File: src/rtl/paging_ctl_pkg.sv
package paging_ctl_pkg;
  localparam int SEL_W = 3;
  localparam logic [SEL_W-1:0] SEL_CW    = 3'd0;
  localparam logic [SEL_W-1:0] SEL_EADDR = 3'd1;
  localparam logic [SEL_W-1:0] SEL_ESTAT = 3'd2;
  localparam logic [SEL_W-1:0] SEL_PSTAT = 3'd3;
endpackage

File: src/rtl/pcw_bank.sv
// Per-level control word storage with masked write and registered read.
module pcw_bank #(
  parameter int DATA_W  = 16,
  parameter int LVL_W   = 4,
  parameter int LVL_LSB = 3,
  parameter logic [DATA_W-1:0] WR_MASK = 16'h0783
) (
  input  logic              clk,
  input  logic              rst,
  input  logic              we,
  input  logic [DATA_W-1:0] wdata,
  input  logic              re,
  input  logic [LVL_W-1:0]  ridx,
  output logic [DATA_W-1:0] rq
);
  localparam int NUM_LVL = 1 << LVL_W;

  logic [DATA_W-1:0] words [NUM_LVL];
  logic [LVL_W-1:0]  widx;

  assign widx = wdata[LVL_LSB +: LVL_W];

  always_ff @(posedge clk) begin
    if (rst) begin
      for (int i = 0; i < NUM_LVL; i++) words[i] <= '0;
    end else if (we) begin
      words[widx] <= wdata & WR_MASK;
    end
  end

  always_ff @(posedge clk) begin
    if (rst)     rq <= '0;
    else if (re) rq <= words[ridx];
  end
endmodule

File: src/rtl/first_err_latch.sv
// Captures a word only while unlocked, then holds it until released.
module first_err_latch #(
  parameter int W = 16
) (
  input  logic         clk,
  input  logic         rst,
  input  logic         cap,
  input  logic [W-1:0] cap_d,
  input  logic         release_i,
  output logic [W-1:0] q,
  output logic         locked
);
  logic take;
  assign take = cap && !locked;

  always_ff @(posedge clk) begin
    if (rst) begin
      q      <= '0;
      locked <= 1'b0;
    end else begin
      if (take) q <= cap_d;
      if (take)           locked <= 1'b1;
      else if (release_i) locked <= 1'b0;
    end
  end
endmodule

File: src/rtl/paging_ctl_regs.sv
module paging_ctl_regs #(
  parameter int DATA_W  = 16,
  parameter int LVL_W   = 4,
  parameter int LVL_LSB = 3,
  parameter logic [DATA_W-1:0] WR_MASK = 16'h0783,
  parameter int PADDR_W = 24,
  parameter int PT_W    = 2,
  parameter int PG_W    = 6
) (
  input  logic                          clk,
  input  logic                          rst,
  input  logic                          mm_disable,
  input  logic                          wr_en,
  input  logic [DATA_W-1:0]             wr_data,
  input  logic                          rd_en,
  input  logic [paging_ctl_pkg::SEL_W-1:0] rd_sel,
  input  logic [DATA_W-1:0]             rd_operand,
  output logic                          rd_valid,
  output logic [DATA_W-1:0]             rd_data,
  output logic                          rd_illegal,
  input  logic                          mor_valid,
  input  logic [PADDR_W-1:0]            mor_addr,
  input  logic                          mor_dma,
  input  logic                          mor_fetch,
  input  logic                          pf_valid,
  input  logic [PT_W-1:0]               pf_table,
  input  logic [PG_W-1:0]               pf_page,
  input  logic [DATA_W-PT_W-PG_W-1:0]   pf_flags
);
  import paging_ctl_pkg::*;

  localparam int HI_W  = PADDR_W - DATA_W;
  localparam int PAD_W = DATA_W - 2 - HI_W;

  // Control word bank
  logic              cw_we, cw_re;
  logic [DATA_W-1:0] cw_q;
  assign cw_we = wr_en && !mm_disable;
  assign cw_re = rd_en && (rd_sel == SEL_CW);

  pcw_bank #(
    .DATA_W(DATA_W), .LVL_W(LVL_W), .LVL_LSB(LVL_LSB), .WR_MASK(WR_MASK)
  ) u_bank (
    .clk(clk), .rst(rst), .we(cw_we), .wdata(wr_data),
    .re(cw_re), .ridx(rd_operand[LVL_LSB +: LVL_W]), .rq(cw_q)
  );

  // Error address and status share one lock, released by the address read
  logic [2*DATA_W-1:0] ea_cap_d, ea_word;
  logic                ea_lock;
  logic [DATA_W-1:0]   estat_d;
  assign estat_d  = {mor_dma, mor_fetch, {PAD_W{1'b0}}, mor_addr[PADDR_W-1:DATA_W]};
  assign ea_cap_d = {estat_d, mor_addr[DATA_W-1:0]};

  first_err_latch #(.W(2*DATA_W)) u_err (
    .clk(clk), .rst(rst), .cap(mor_valid), .cap_d(ea_cap_d),
    .release_i(rd_en && (rd_sel == SEL_EADDR)),
    .q(ea_word), .locked(ea_lock)
  );

  // Paging fault status
  logic [DATA_W-1:0] ps_word;
  logic              ps_lock;
  first_err_latch #(.W(DATA_W)) u_pf (
    .clk(clk), .rst(rst), .cap(pf_valid), .cap_d({pf_flags, pf_table, pf_page}),
    .release_i(rd_en && (rd_sel == SEL_PSTAT)),
    .q(ps_word), .locked(ps_lock)
  );

  // Registered read path
  logic              sel_cw_q;
  logic [DATA_W-1:0] aux_q;

  always_ff @(posedge clk) begin
    if (rst) begin
      rd_valid   <= 1'b0;
      rd_illegal <= 1'b0;
      sel_cw_q   <= 1'b0;
      aux_q      <= '0;
    end else begin
      rd_valid <= rd_en;
      if (rd_en) begin
        sel_cw_q   <= (rd_sel == SEL_CW);
        rd_illegal <= 1'b0;
        aux_q      <= '0;
        unique case (rd_sel)
          SEL_CW:    ;
          SEL_EADDR: aux_q <= ea_word[DATA_W-1:0];
          SEL_ESTAT: aux_q <= ea_word[2*DATA_W-1:DATA_W];
          SEL_PSTAT: aux_q <= ps_word;
          default:   rd_illegal <= 1'b1;
        endcase
      end
    end
  end

  assign rd_data = sel_cw_q ? cw_q : aux_q;
endmodule

File: config.mk
export PLATFORM = sky130hd
export DESIGN_NAME = paging_ctl_regs
export DESIGN_NICKNAME = d
export VERILOG_FILES = /design/src/rtl/paging_ctl_pkg.sv /design/src/rtl/pcw_bank.sv /design/src/rtl/first_err_latch.sv /design/src/rtl/paging_ctl_regs.sv
export SDC_FILE = /design/constraint.sdc
export NUM_CORES = 1
export LEC_CHECK = 0
export CORE_MARGIN = 2
export CORE_UTILIZATION = 29
export CTS_CLUSTER_SIZE = 14
export DETAILED_ROUTE_END_ITERATION = 10
export SLEW_MARGIN = 15
export SYNTH_ARGS = -nofsm -noshare
export SYNTH_HDL_FRONTEND = slang
export SYNTH_SLANG_ARGS = --single-unit
File: constraint.sdc
create_clock -name clk -period 1.54 [get_ports clk]
set_input_delay 0.231 -clock clk [delete_from_list [all_inputs] [get_ports clk]]
set_output_delay 0.231 -clock clk [all_outputs]
set_load 0.1 [all_outputs]
## Word level (Yosys, flattened, before mapping)

Memories as Yosys holds them, arrays and structs flattened. A register that Yosys moved wholly into a read port is not among the register bits.
Index checks and enable logic that the tools add are counted.

- Word-level logic and storage cells: 42
- RAM bits: 96
- Memories kept: 1
- Register bits: 79
- Input port bits: 84
- Output and inout port bits: 18

Memories:

| memory | words | bits a word | read ports | clocked after memory_dff | wr ports | RTL line | source |
|---|---|---|---|---|---|---|---|
| u_bank.words | 16 | 6 | 1 | 1 | 16 | pcw_bank.sv:18 | `logic [DATA_W-1:0] words [NUM_LVL];` |

- Equal/unequal tests: 3
- Mux-type cells: 15
- Reductions and logical operators: 14

Operator list:

| cell | count |
|---|---|
| one-hot mux 16 bit (3 select lines) | 1 |
| 2-to-1 mux 16 bit | 1 |
| 2-to-1 mux 1 bit | 11 |
| == test 3 x 2 -> 1 bit, second input constant | 2 |
| logical AND 1 bit | 6 |
| 2-to-1 mux 6 bit | 1 |
| OR reduction 6 bit | 1 |
| 2-to-1 mux 4 bit | 1 |
| nonzero test 2 bit | 2 |
| OR reduction 4 bit | 1 |
| == test 3 x 1 -> 1 bit, second input constant | 1 |
| logical NOT 1 bit | 3 |
| logical NOT 3 bit | 1 |

## Depth between registers and ports, before layout

Gate-level depths: netlist of the first run.

- Word-level depth: 7
- Gate-level depth with buffers: 6
- Mapped depth without buffers: 4

## Hierarchy

A second synthesis of the first run with hierarchy kept.

- Cells, all modules: 751
- Area total of the unflattened synthesis: 8567.0 um^2

By module, submodules not included:

| module | cells each | area an instance (um^2) | times used | sequential area each (um^2) |
|---|---|---|---|---|
| pcw_bank | 384 | 4852.2 | 1 | 3002.9 |
| first_err_latch (u_err) | 148 | 1505.2 | 1 | 660.6 |
| paging_ctl_regs | 145 | 1397.6 | 1 | 380.4 |
| first_err_latch (u_pf) | 74 | 812.0 | 1 | 340.3 |

## Least setup slack after synthesis of the first run

No wires, ideal clock.

- Path type: flip-flop to output port
- Start: reg sel_cw_q
- End: out rd_data[11]
- Required time: 1.309 ns
- Stages on the path, launching flop included: 4
- Slack: -0.724 ns
- Path buffers: 2
- Arrival: 2.033 ns
- Path through: dfxtp_1 clkbuf_1 buf_1 nor2b_1

- Word-level cells in the longest chain between the ends: 1

RTL lines:

| element | RTL line | source |
|---|---|---|
| from (decl) | paging_ctl_regs.sv:71 | `logic sel_cw_q;` |
| from (signal assigned) | paging_ctl_regs.sv:83 | `sel_cw_q <= (rd_sel == SEL_CW);` |
| 2-to-1 mux 16 bit | paging_ctl_regs.sv:97 | `assign rd_data = sel_cw_q ? cw_q : aux_q;` |
| to (decl) | paging_ctl_regs.sv:19 | `output logic [DATA_W-1:0] rd_data,` |

No other way between the ends.

==> results of run 1 <==
-- area by class of cell --
class / count / area [µm²] / share of cell area
tap: 324 / 405.4 / 0.04142
clock inverter: 5 / 57.56 / 0.005881
inverter: 2 / 7.507 / 0.0007671
timing repair buffer: 140 / 1550 / 0.1584
sequential: 165 / 4265 / 0.4358
clock buffer: 26 / 556.8 / 0.05689
multi-input combinational: 410 / 2944 / 0.3008
-- kinds of logic after synthesis --
group                  count (synthesis)  share of synthesized area
AOI/OAI and AO/OA                     83                    0.07004
buffers and inverters                 43                    0.02529
DFF                                  165                     0.5865
muxes                                 59                     0.1285
and+or+nand+nor                      268                     0.1896
-- cells in the final DEF (no fill, tap or decap), types with 2 or more instances in the layout --
master | Yosys | routed
a21oi_1 | 51 | 51
a221oi_1 | 5 | 5
a22o_1 | 10 | 10
a22oi_1 | 10 | 10
and2_1 | 96 | 96
buf_12 | 0 | 25
buf_4 | 2 | 44
buf_6 | 1 | 5
clkbuf_1 | 31 | 2
clkbuf_16 | 0 | 21
clkbuf_2 | 0 | 2
clkdlybuf4s50_1 | 0 | 63
dfxtp_1 | 69 | 68
edfxtp_1 | 96 | 96
mux2_1 | 16 | 10
mux2_4 | 0 | 6
mux2i_1 | 18 | 17
mux4_2 | 22 | 25
nand2_1 | 87 | 87
nand2b_1 | 6 | 6
nor2_1 | 39 | 39
nor2b_2 | 0 | 2
nor2b_4 | 0 | 10
nor3_2 | 1 | 4
o21ai_1 | 2 | 2
o21bai_1 | 5 | 5
or2_1 | 16 | 16
-- critical path, cell delays in order, from the launching register on --
cell	delay, ns
edfxtp_1	0.41
mux4_2	0.49
mux4_2	0.48
mux2i_1	0.14
nor2_1	0.05
-- per-stage QoR --
step	utilization	TNS, ns	instances	setup slack, ns	hold slack, ns
floorplan	-	-1.695	618	-0.2096	0.3670
global placement	0.3695	-80.54	1038	-0.6402	0.4378
detailed placement	0.3695	-87.19	1038	-0.6452	0.4458
CTS	0.3996	-6.861	1072	-0.1759	0.3382
global route	0.4001	-18.83	1072	-0.2420	0.3583
finish	0.4001	-7.166	1072	-0.1601	0.3576
-- routing by layer --
metal | vias to the layer above | global-route usage | share of wire
met5 | - | 0 | 0
met4 | 0 | 0.04706 | 0.011
met3 | 12 | 0.03132 | 0.058
met2 | 148 | 0.2195 | 0.46
met1 | 2305 | 0.1839 | 0.47
li1 | 2403 | - | -
-- where the power goes --
| part | internal (mW) | switching, mW |
|---|---|---|
| logic | 0.532 | 0.537 |
| clock network | 2.66 | 1.71 |
| registers | 4.88 | 0.0967 |
-- flip-flops by register name (all words and copies together) (netlist names) --
signal	flops
u_err.q	26
u_pf.q	16
u_bank.rq	6
u_pf.locked	1
u_err.locked	1
aux_q	16
sel_cw_q	1
rd_valid	1
rd_illegal	1
u_bank.words	96
-- path summary, 6_finish.rpt --
path                  startpoint             to  slack [ns]  cells after the start
max          u_bank.words[15][5]  u_bank.rq[10]       -0.16                      4
max reg2reg  u_bank.words[15][5]  u_bank.rq[10]       -0.16                      4
min reg2reg           u_err.q[7]     u_err.q[7]        0.45                      2
min                  mor_addr[0]     u_err.q[0]        0.36                      3
-- what timing repair did --
action	4_1_cts	5_1_grt
gates resized for setup	24	3
hold buffers	0	0
pin swaps	0	0
buffers inserted	3	0
endpoints found under the setup margin	119	143
==> metrics.cfg, run 1 <==
[clock_network]
clk_latency_ns=0.43
cts_tree=yes
cts-buffers-inserted=17
clk_pin_slew_ns=0.06
cts_sinks=165
clockBufferDepth=2
cts_root_buf=clkbuf_16
cts_max_level=4

[power_and_ir_drop]
p_total_mw=10.42
p_leak_nw=3.630
peakVddDrop_mv=0.8138
p_per_area_mw_per_mm2=1065

[logic_synthesis]
synth_commonest_cells=96 x and2_1, 96 x edfxtp_1, 87 x nand2_1
synth_cells=618
ys_seq_elements=165
synth_top_cell_area_share=0.3965
yosys_warnings=0
syn_area_per_cell_um2=11.76
yosys-top-cells-area=edfxtp_1 40%, dfxtp_1 19%, and2_1 8.3%
synth_area_leader_cell=edfxtp_1
synth_flop_cell=edfxtp_1
synth_edf_count=96
ys_types=33
synthArstFlopShare=0
ys_seq_area_frac=0.5865
synth_nets=702
synth_area_mm2=0.007271

[sta]
tightest_slew_ns=0.4752
relSlewSlack=0.6832
maxSlewViolCount=0
max_freq_mhz=588.2
finClkSkew_ns=0.008926
final-setup-viol-count=113
final-hold-violation-count=0
period_minus_slack_ns=1.700
fin_crit_sh=1.104
rsz0062_at_grt=true
timing.final.ws_setup_ns=-0.1601

[hold_path]
hold_class=primary input to register

[global_route]
globalRouteOverflowTotal=0
grt_max_degree=46
grt_pass1_vias=4951
grt_pass1_wl_mm=27.38
track_usage=0.1372
antenna_found_initial=0

[routing]
wl_per_cell_um=16.27
routed_via_density=4.541
routed_wl_mm=17.45
first_iter_violations=375
routed-via-count=4868
ant_nets=0
dr.pass1.iters=5
drc_errors=0

[placement]
hpwlAfterDp_mm=12.53
dpl_cell_area_mm2=0.009040
gp_congestion=0.7439
port_buffers=83

[setup_path]
cp-end-kind=register
criticalPathCategory=register to register
critPathRequiredTime_ns=1.84
critPathLaunchType=register
crit_arrival_ns=2.00
critPathMaxFanout=1

[floorplan]
dieArea_mm2=0.02635
row_count=57
io_pins=102
core_area_mm2=0.02446
die_y_um=162.3
die_x_um=162.3
initial_utilization=0.2972

[cells_and_area]
drive_gt1_frac=0.2126
n_antenna_cell=0
fillCellCount=2316
design_area_mm2=0.009787
area_delta_synth_final_pct=34.61
fin_nets=820

[outcome]
status=finished, violations left
violations=negative setup slack

[job]
maxCapViolations=0

Power figures use the tool's default switching activity.
==> run 2, diff against run 1 <==
- CORE_UTILIZATION: 29 -> 49
- PLACE_DENSITY: default -> 0.76
==> metrics.cfg, run 2 (synthesis results as in run 1) <==
[job]
maxCapViolations=0  ; unchanged

[clock_network]
clockBufferDepth=2  ; unchanged
cts_tree=yes
cts_sinks=165  ; unchanged
clk_pin_slew_ns=0.07  ; about the same
cts_max_level=4  ; unchanged
cts-buffers-inserted=17  ; unchanged
cts_root_buf=clkbuf_16
clk_latency_ns=0.43  ; about the same

[routing]
drc_errors=0  ; unchanged
wl_per_cell_um=19.33  ; +19%
wl_met3_mm=1.199  ; +19%
top_layer=met4
ant_nets=0  ; unchanged
wl_met2_mm=9.298  ; +16%
routed-via-count=5094  ; +4.6%
routed_via_density=5.419  ; +19%
first_iter_violations=523  ; +39%
routed_wl_mm=18.17  ; +4.2%
wl_met1_mm=7.217  ; -13%
dr.pass1.iters=5  ; unchanged

[cells_and_area]
fin_nets=827  ; +0.85%
design_area_mm2=0.009681  ; -1.1%
n_antenna_cell=0  ; unchanged
layout_common_cells=96 x and2_1, 96 x edfxtp_1, 87 x nand2_1, 68 x dfxtp_1, 60 x clkdlybuf4s50_1
area_delta_synth_final_pct=33.14
fillCellCount=1036  ; -55%
postLayoutCoreUtil=0.6661  ; +0.2660
reg_top3=u_bank.words x96, u_err.q x26
instances_no_fill=940  ; -12%
drive_gt1_frac=0.2368  ; +0.02421
top_register=u_bank.words
largest_reg_flops=96  ; unchanged

[placement]
gp_congestion=0.8223  ; +11%
dpl_cell_area_mm2=0.008827  ; -2.4%
hpwlAfterDp_mm=13.05  ; +4.1%
post-place-cells=900  ; -13%
port_buffers=83  ; unchanged

[sta]
max_freq_mhz=567.1  ; -3.6%
period_minus_slack_ns=1.763  ; +0.06341 ns
finClkSkew_ns=0.008380  ; -0.0005452 ns
relSlewSlack=0.5704  ; -0.1129
final-hold-violation-count=0  ; unchanged
setup-tns-final_ns=-2.551  ; +4.615 ns
tightest_slew_ns=0.6409  ; +0.1658 ns
maxSlewViolCount=0  ; unchanged
final-setup-viol-count=62  ; -45%
timing.final.ws_setup_ns=-0.2235  ; -0.06341 ns
rsz0062_at_grt=true
fin_crit_sh=1.145  ; +0.04117

[setup_path]
crit_start=u_bank.words[8][5]
crit_arrival_ns=2.06  ; +0.06 ns
endpoint=u_bank.rq[10]
critPathMostFrequentCell=mux4_2
critPathRequiredTime_ns=1.83  ; about the same
cp-end-kind=register
criticalPathCategory=register to register
worstPathCellList=mux4_2 -> mux4_2 -> mux2i_1 -> nor2_1
critPathMaxFanout=1  ; unchanged
rrSetupSlack_ns=-0.22  ; -0.06 ns
rr_startpoint=u_bank.words[8][5]
max_stage_delay_ns=0.51  ; +0.02 ns
crit_slowest_cell=mux4_2
critPathLaunchType=register
reg2reg_depth=4  ; unchanged
r2r_end=u_bank.rq[10]

[floorplan]
dieArea_mm2=0.01583  ; -40%
die_x_um=125.8  ; -23%
initial_utilization=0.5003  ; +0.2030
core_area_mm2=0.01453  ; -41%
row_count=44  ; -23%
die_y_um=125.8  ; -23%
io_pins=102  ; unchanged

[global_route]
grt_max_degree=50  ; +8.7%
grt_pass1_vias=5307  ; +7.2%
track_usage=0.2385  ; +0.1013
grt_pass1_wl_mm=28.67  ; +4.7%
globalRouteOverflowTotal=0  ; unchanged
antenna_found_initial=0  ; unchanged

[hold_path]
hold_class=primary input to register

[power_and_ir_drop]
peakVddDrop_mv=0.8733  ; +7.3%
p_leak_nw=3.658  ; +0.78%
p_per_area_mw_per_mm2=1091  ; +2.5%

[outcome]
status=finished, violations left
violations=negative setup slack

==> run 2: cell type report <==
type	instances	area [µm²]	share of cell area
well taps	184	230.2	0.02378
multi-input cells	410	2998	0.3097
clock inverters	14	197.7	0.02042
clock buffers	18	429.2	0.04433
inverters	2	7.507	0.0007755
repair buffers	147	1550	0.1601
flip-flops and latches	165	4268	0.4409
==> run 2: routing by layer <==
metal / global-route usage / vias up
met4: 0.08016 / 0
met1: 0.2873 / 2455
li1: - / 2426
met3: 0.06585 / 28
met2: 0.4153 / 185
met5: 0 / -
==> run 2: worst max-delay path: cells and delay by family, from the launching register on <==
kind / cells / cell delay, ns
mux: 3 / 1.11
flops: 1 / 0.47
simple gates: 1 / 0.05
==> run 2: where the power goes <==
part	total (mW)	switching, mW	internal, mW
clock network	4.48	1.75	2.73
logic	1.08	0.550	0.535
registers	5.00	0.114	4.88
==> run 2: worst min path at each step <==
stage                 from  depth (start not counted)          end
2_1_floorplan  mor_addr[0]                          2   u_err.q[0]
3_3_place_gp     u_pf.q[0]                          2    u_pf.q[0]
3_5_place_dp   u_err.q[15]                          2  u_err.q[15]
4_1_cts        pf_table[1]                          3    u_pf.q[7]
5_1_grt        pf_table[1]                          3    u_pf.q[7]
6_report       pf_table[1]                          3    u_pf.q[7]
==> run 2: timing repair <==
item	in CTS	in global routing
hold endpoints to repair	0	0
pin swaps	3	2
resized for setup	38	7
setup endpoints to repair	134	191
buffers inserted	3	5
hold buffers	0	0
==> run 2: metrics by stage <==
stage               worst slack, ns  power [mW]  hold WS (ns)
finish                      -0.2235       10.56        0.3542
CTS                         -0.1996       10.59        0.3428
global route                -0.2307       10.89        0.3630
floorplan                   -0.2096       5.603        0.3670
global placement            -0.6963       6.086        0.4402
detailed placement          -0.7803       6.130        0.4501
==> run 3, diff against run 2 <==
- CORE_MARGIN: 2 -> 5
- HOLD_SLACK_MARGIN: default -> 0.02
==> metrics.cfg, run 3 (synthesis results as in run 1) <==
[outcome]
status=finished, violations left
violations=negative setup slack

[setup_path]
crit_arrival_ns=1.99  ; -0.07 ns
critPathBufInv=0  ; unchanged
endpoint=u_bank.rq[10]
cp_num_cells=4  ; unchanged
criticalPathCategory=register to register
critPathMostFrequentCell=mux4_2
crit_start=u_bank.words[12][5]
rr_startpoint=u_bank.words[12][5]
critPathRequiredTime_ns=1.82  ; about the same
critPathMaxFanout=1  ; unchanged
critPathTopFamily=multiplexers
cp-end-kind=register
r2r_end=u_bank.rq[10]
max_stage_delay_ns=0.48  ; -0.03 ns
rrSetupSlack_ns=-0.17  ; +0.05 ns
critPathLaunchType=register
worstPathCellList=mux4_2 -> mux4_2 -> mux2i_1 -> nor2_1
reg2reg_depth=4  ; unchanged
crit_slowest_cell=mux4_2

[job]
maxCapViolations=0  ; unchanged

[sta]
period_minus_slack_ns=1.711  ; -0.05250 ns
max_freq_mhz=584.5  ; +3.1%
tightest_slew_ns=0.6751  ; +0.03412 ns
relSlewSlack=0.5500  ; -0.02042
maxSlewViolCount=0  ; unchanged
finClkSkew_ns=0.01226  ; +0.003878 ns
fin_crit_sh=1.111  ; -0.03409
rsz0062_at_grt=true
final-hold-violation-count=0  ; unchanged
final-setup-viol-count=15  ; -76%
timing.final.ws_setup_ns=-0.1710  ; +0.05250 ns

[clock_network]
cts-buffers-inserted=17  ; unchanged
cts_tree=yes
cts_max_level=4  ; unchanged
clk_latency_ns=0.43  ; about the same
cts_root_buf=clkbuf_16
clk_pin_slew_ns=0.06  ; about the same
cts_sinks=165  ; unchanged
clockBufferDepth=2  ; unchanged

[global_route]
grt_pass1_vias=5293  ; -0.26%
globalRouteOverflowTotal=0  ; unchanged
grt_max_degree=65  ; +30%
antenna_found_initial=0  ; unchanged
track_usage=0.2089  ; -0.02959
grt_pass1_wl_mm=28.30  ; -1.3%

[floorplan]
die_x_um=131.8  ; +4.8%
row_count=44  ; unchanged
io_pins=102  ; unchanged
initial_utilization=0.5003  ; unchanged
die_y_um=131.8  ; +4.8%
dieArea_mm2=0.01737  ; +9.8%
core_area_mm2=0.01453  ; unchanged

[cells_and_area]
top_register=u_bank.words
postLayoutCoreUtil=0.6709  ; +0.004821
reg_top3=u_bank.words x96, u_err.q x26
instances_no_fill=941  ; +0.11%
n_antenna_cell=0  ; unchanged
largest_reg_flops=96  ; unchanged
drive_gt1_frac=0.2563  ; +0.01950
fillCellCount=1030  ; -0.58%
area_delta_synth_final_pct=34.11
fin_nets=828  ; +0.12%
layout_common_cells=96 x and2_1, 96 x edfxtp_1, 85 x nand2_1, 68 x dfxtp_1, 59 x clkdlybuf4s50_1

[power_and_ir_drop]
peakVddDrop_mv=0.9385  ; +7.5%
p_per_area_mw_per_mm2=1051  ; -3.7%
p_leak_nw=3.696  ; +1.0%

[routing]
first_iter_violations=379  ; -28%
wl_per_cell_um=19.00  ; -1.7%
ant_nets=0  ; unchanged
routed-via-count=5092  ; -0.039%
routed_wl_mm=17.88  ; -1.6%
routed_via_density=5.411  ; -0.15%
dr.pass1.iters=6  ; +1
drc_errors=0  ; unchanged

[placement]
hpwlAfterDp_mm=13.11  ; +0.47%
port_buffers=83  ; unchanged
gp_congestion=0.8448  ; +2.7%
post-place-cells=905  ; +0.56%

[hold_path]
hold_class=primary input to register
whs_path_depth=3  ; unchanged

[run 3: layout make-up]
cell class | count | area, µm² | area share
flip-flops and latches | 165 | 4268 | 0.4377
multi-input cells | 410 | 3069 | 0.3148
repair buffers | 148 | 1587 | 0.1627
clock buffers | 21 | 493.0 | 0.05056
well taps | 184 | 230.2 | 0.02361
clock inverters | 11 | 96.34 | 0.009881
inverters | 2 | 7.507 | 0.0007699
[run 3: metrics by stage]
| step | instance area (µm²) | TNS (ns) | setup WS (ns) | hold WS, ns | power (mW) |
|---|---|---|---|---|---|
| after global routing | 9751 | -1.457 | -0.2467 | 0.3375 | 10.57 |
| after floorplan | 7315 | -1.695 | -0.2096 | 0.3670 | 5.603 |
| after detailed placement | 8877 | -90.32 | -0.6620 | 0.4470 | 6.135 |
| after global placement | 8877 | -75.56 | -0.6354 | 0.4403 | 6.092 |
| after CTS | 9605 | -7.325 | -0.1789 | 0.2766 | 10.25 |
| final | 9751 | -0.7898 | -0.1710 | 0.3330 | 10.24 |
[run 3: power breakdown]
group / total [mW] / switching (mW) / internal, mW / leakage [nW]
sequential: 4.99 / 0.106 / 4.88 / 1.48
clock: 4.13 / 1.67 / 2.46 / 0.296
combinational: 1.13 / 0.567 / 0.563 / 1.92
[run 3: worst min-delay path by stage]
stage / from / slack [ns] / endpoint
global placement: u_pf.q[1] / 0.44 / u_pf.q[1]
detailed placement: u_err.q[14] / 0.45 / u_err.q[14]
finish: rst / 0.33 / u_err.q[6]
CTS: rst / 0.28 / u_err.q[6]
global route: rst / 0.34 / u_pf.q[7]
floorplan: mor_addr[0] / 0.37 / u_err.q[0]
[run 3: worst reg2reg max path, cell delays in order (launching register included)]
cell and delay, ns:
edfxtp_1 0.44, mux4_2 0.48, mux4_2 0.45, mux2i_1 0.14
nor2_1 0.05
[run 3: layer usage]
layer / wire length [µm] / up-vias / global-route usage
li1: - / 2428 / -
met1: 7163 / 2465 / 0.2570
met2: 9299 / 179 / 0.3617
met5: 0 / - / 0
met4: 320 / 0 / 0.05943
met3: 1093 / 20 / 0.05763
[run 3: repair_timing]
item                                    4_1_cts  5_1_grt
hold buffers                                  0        0
pin swaps                                     1        8
resized for setup                            35       29
endpoints found under the setup margin      127      193
buffers inserted                              2        1
gates cloned                                  0        1
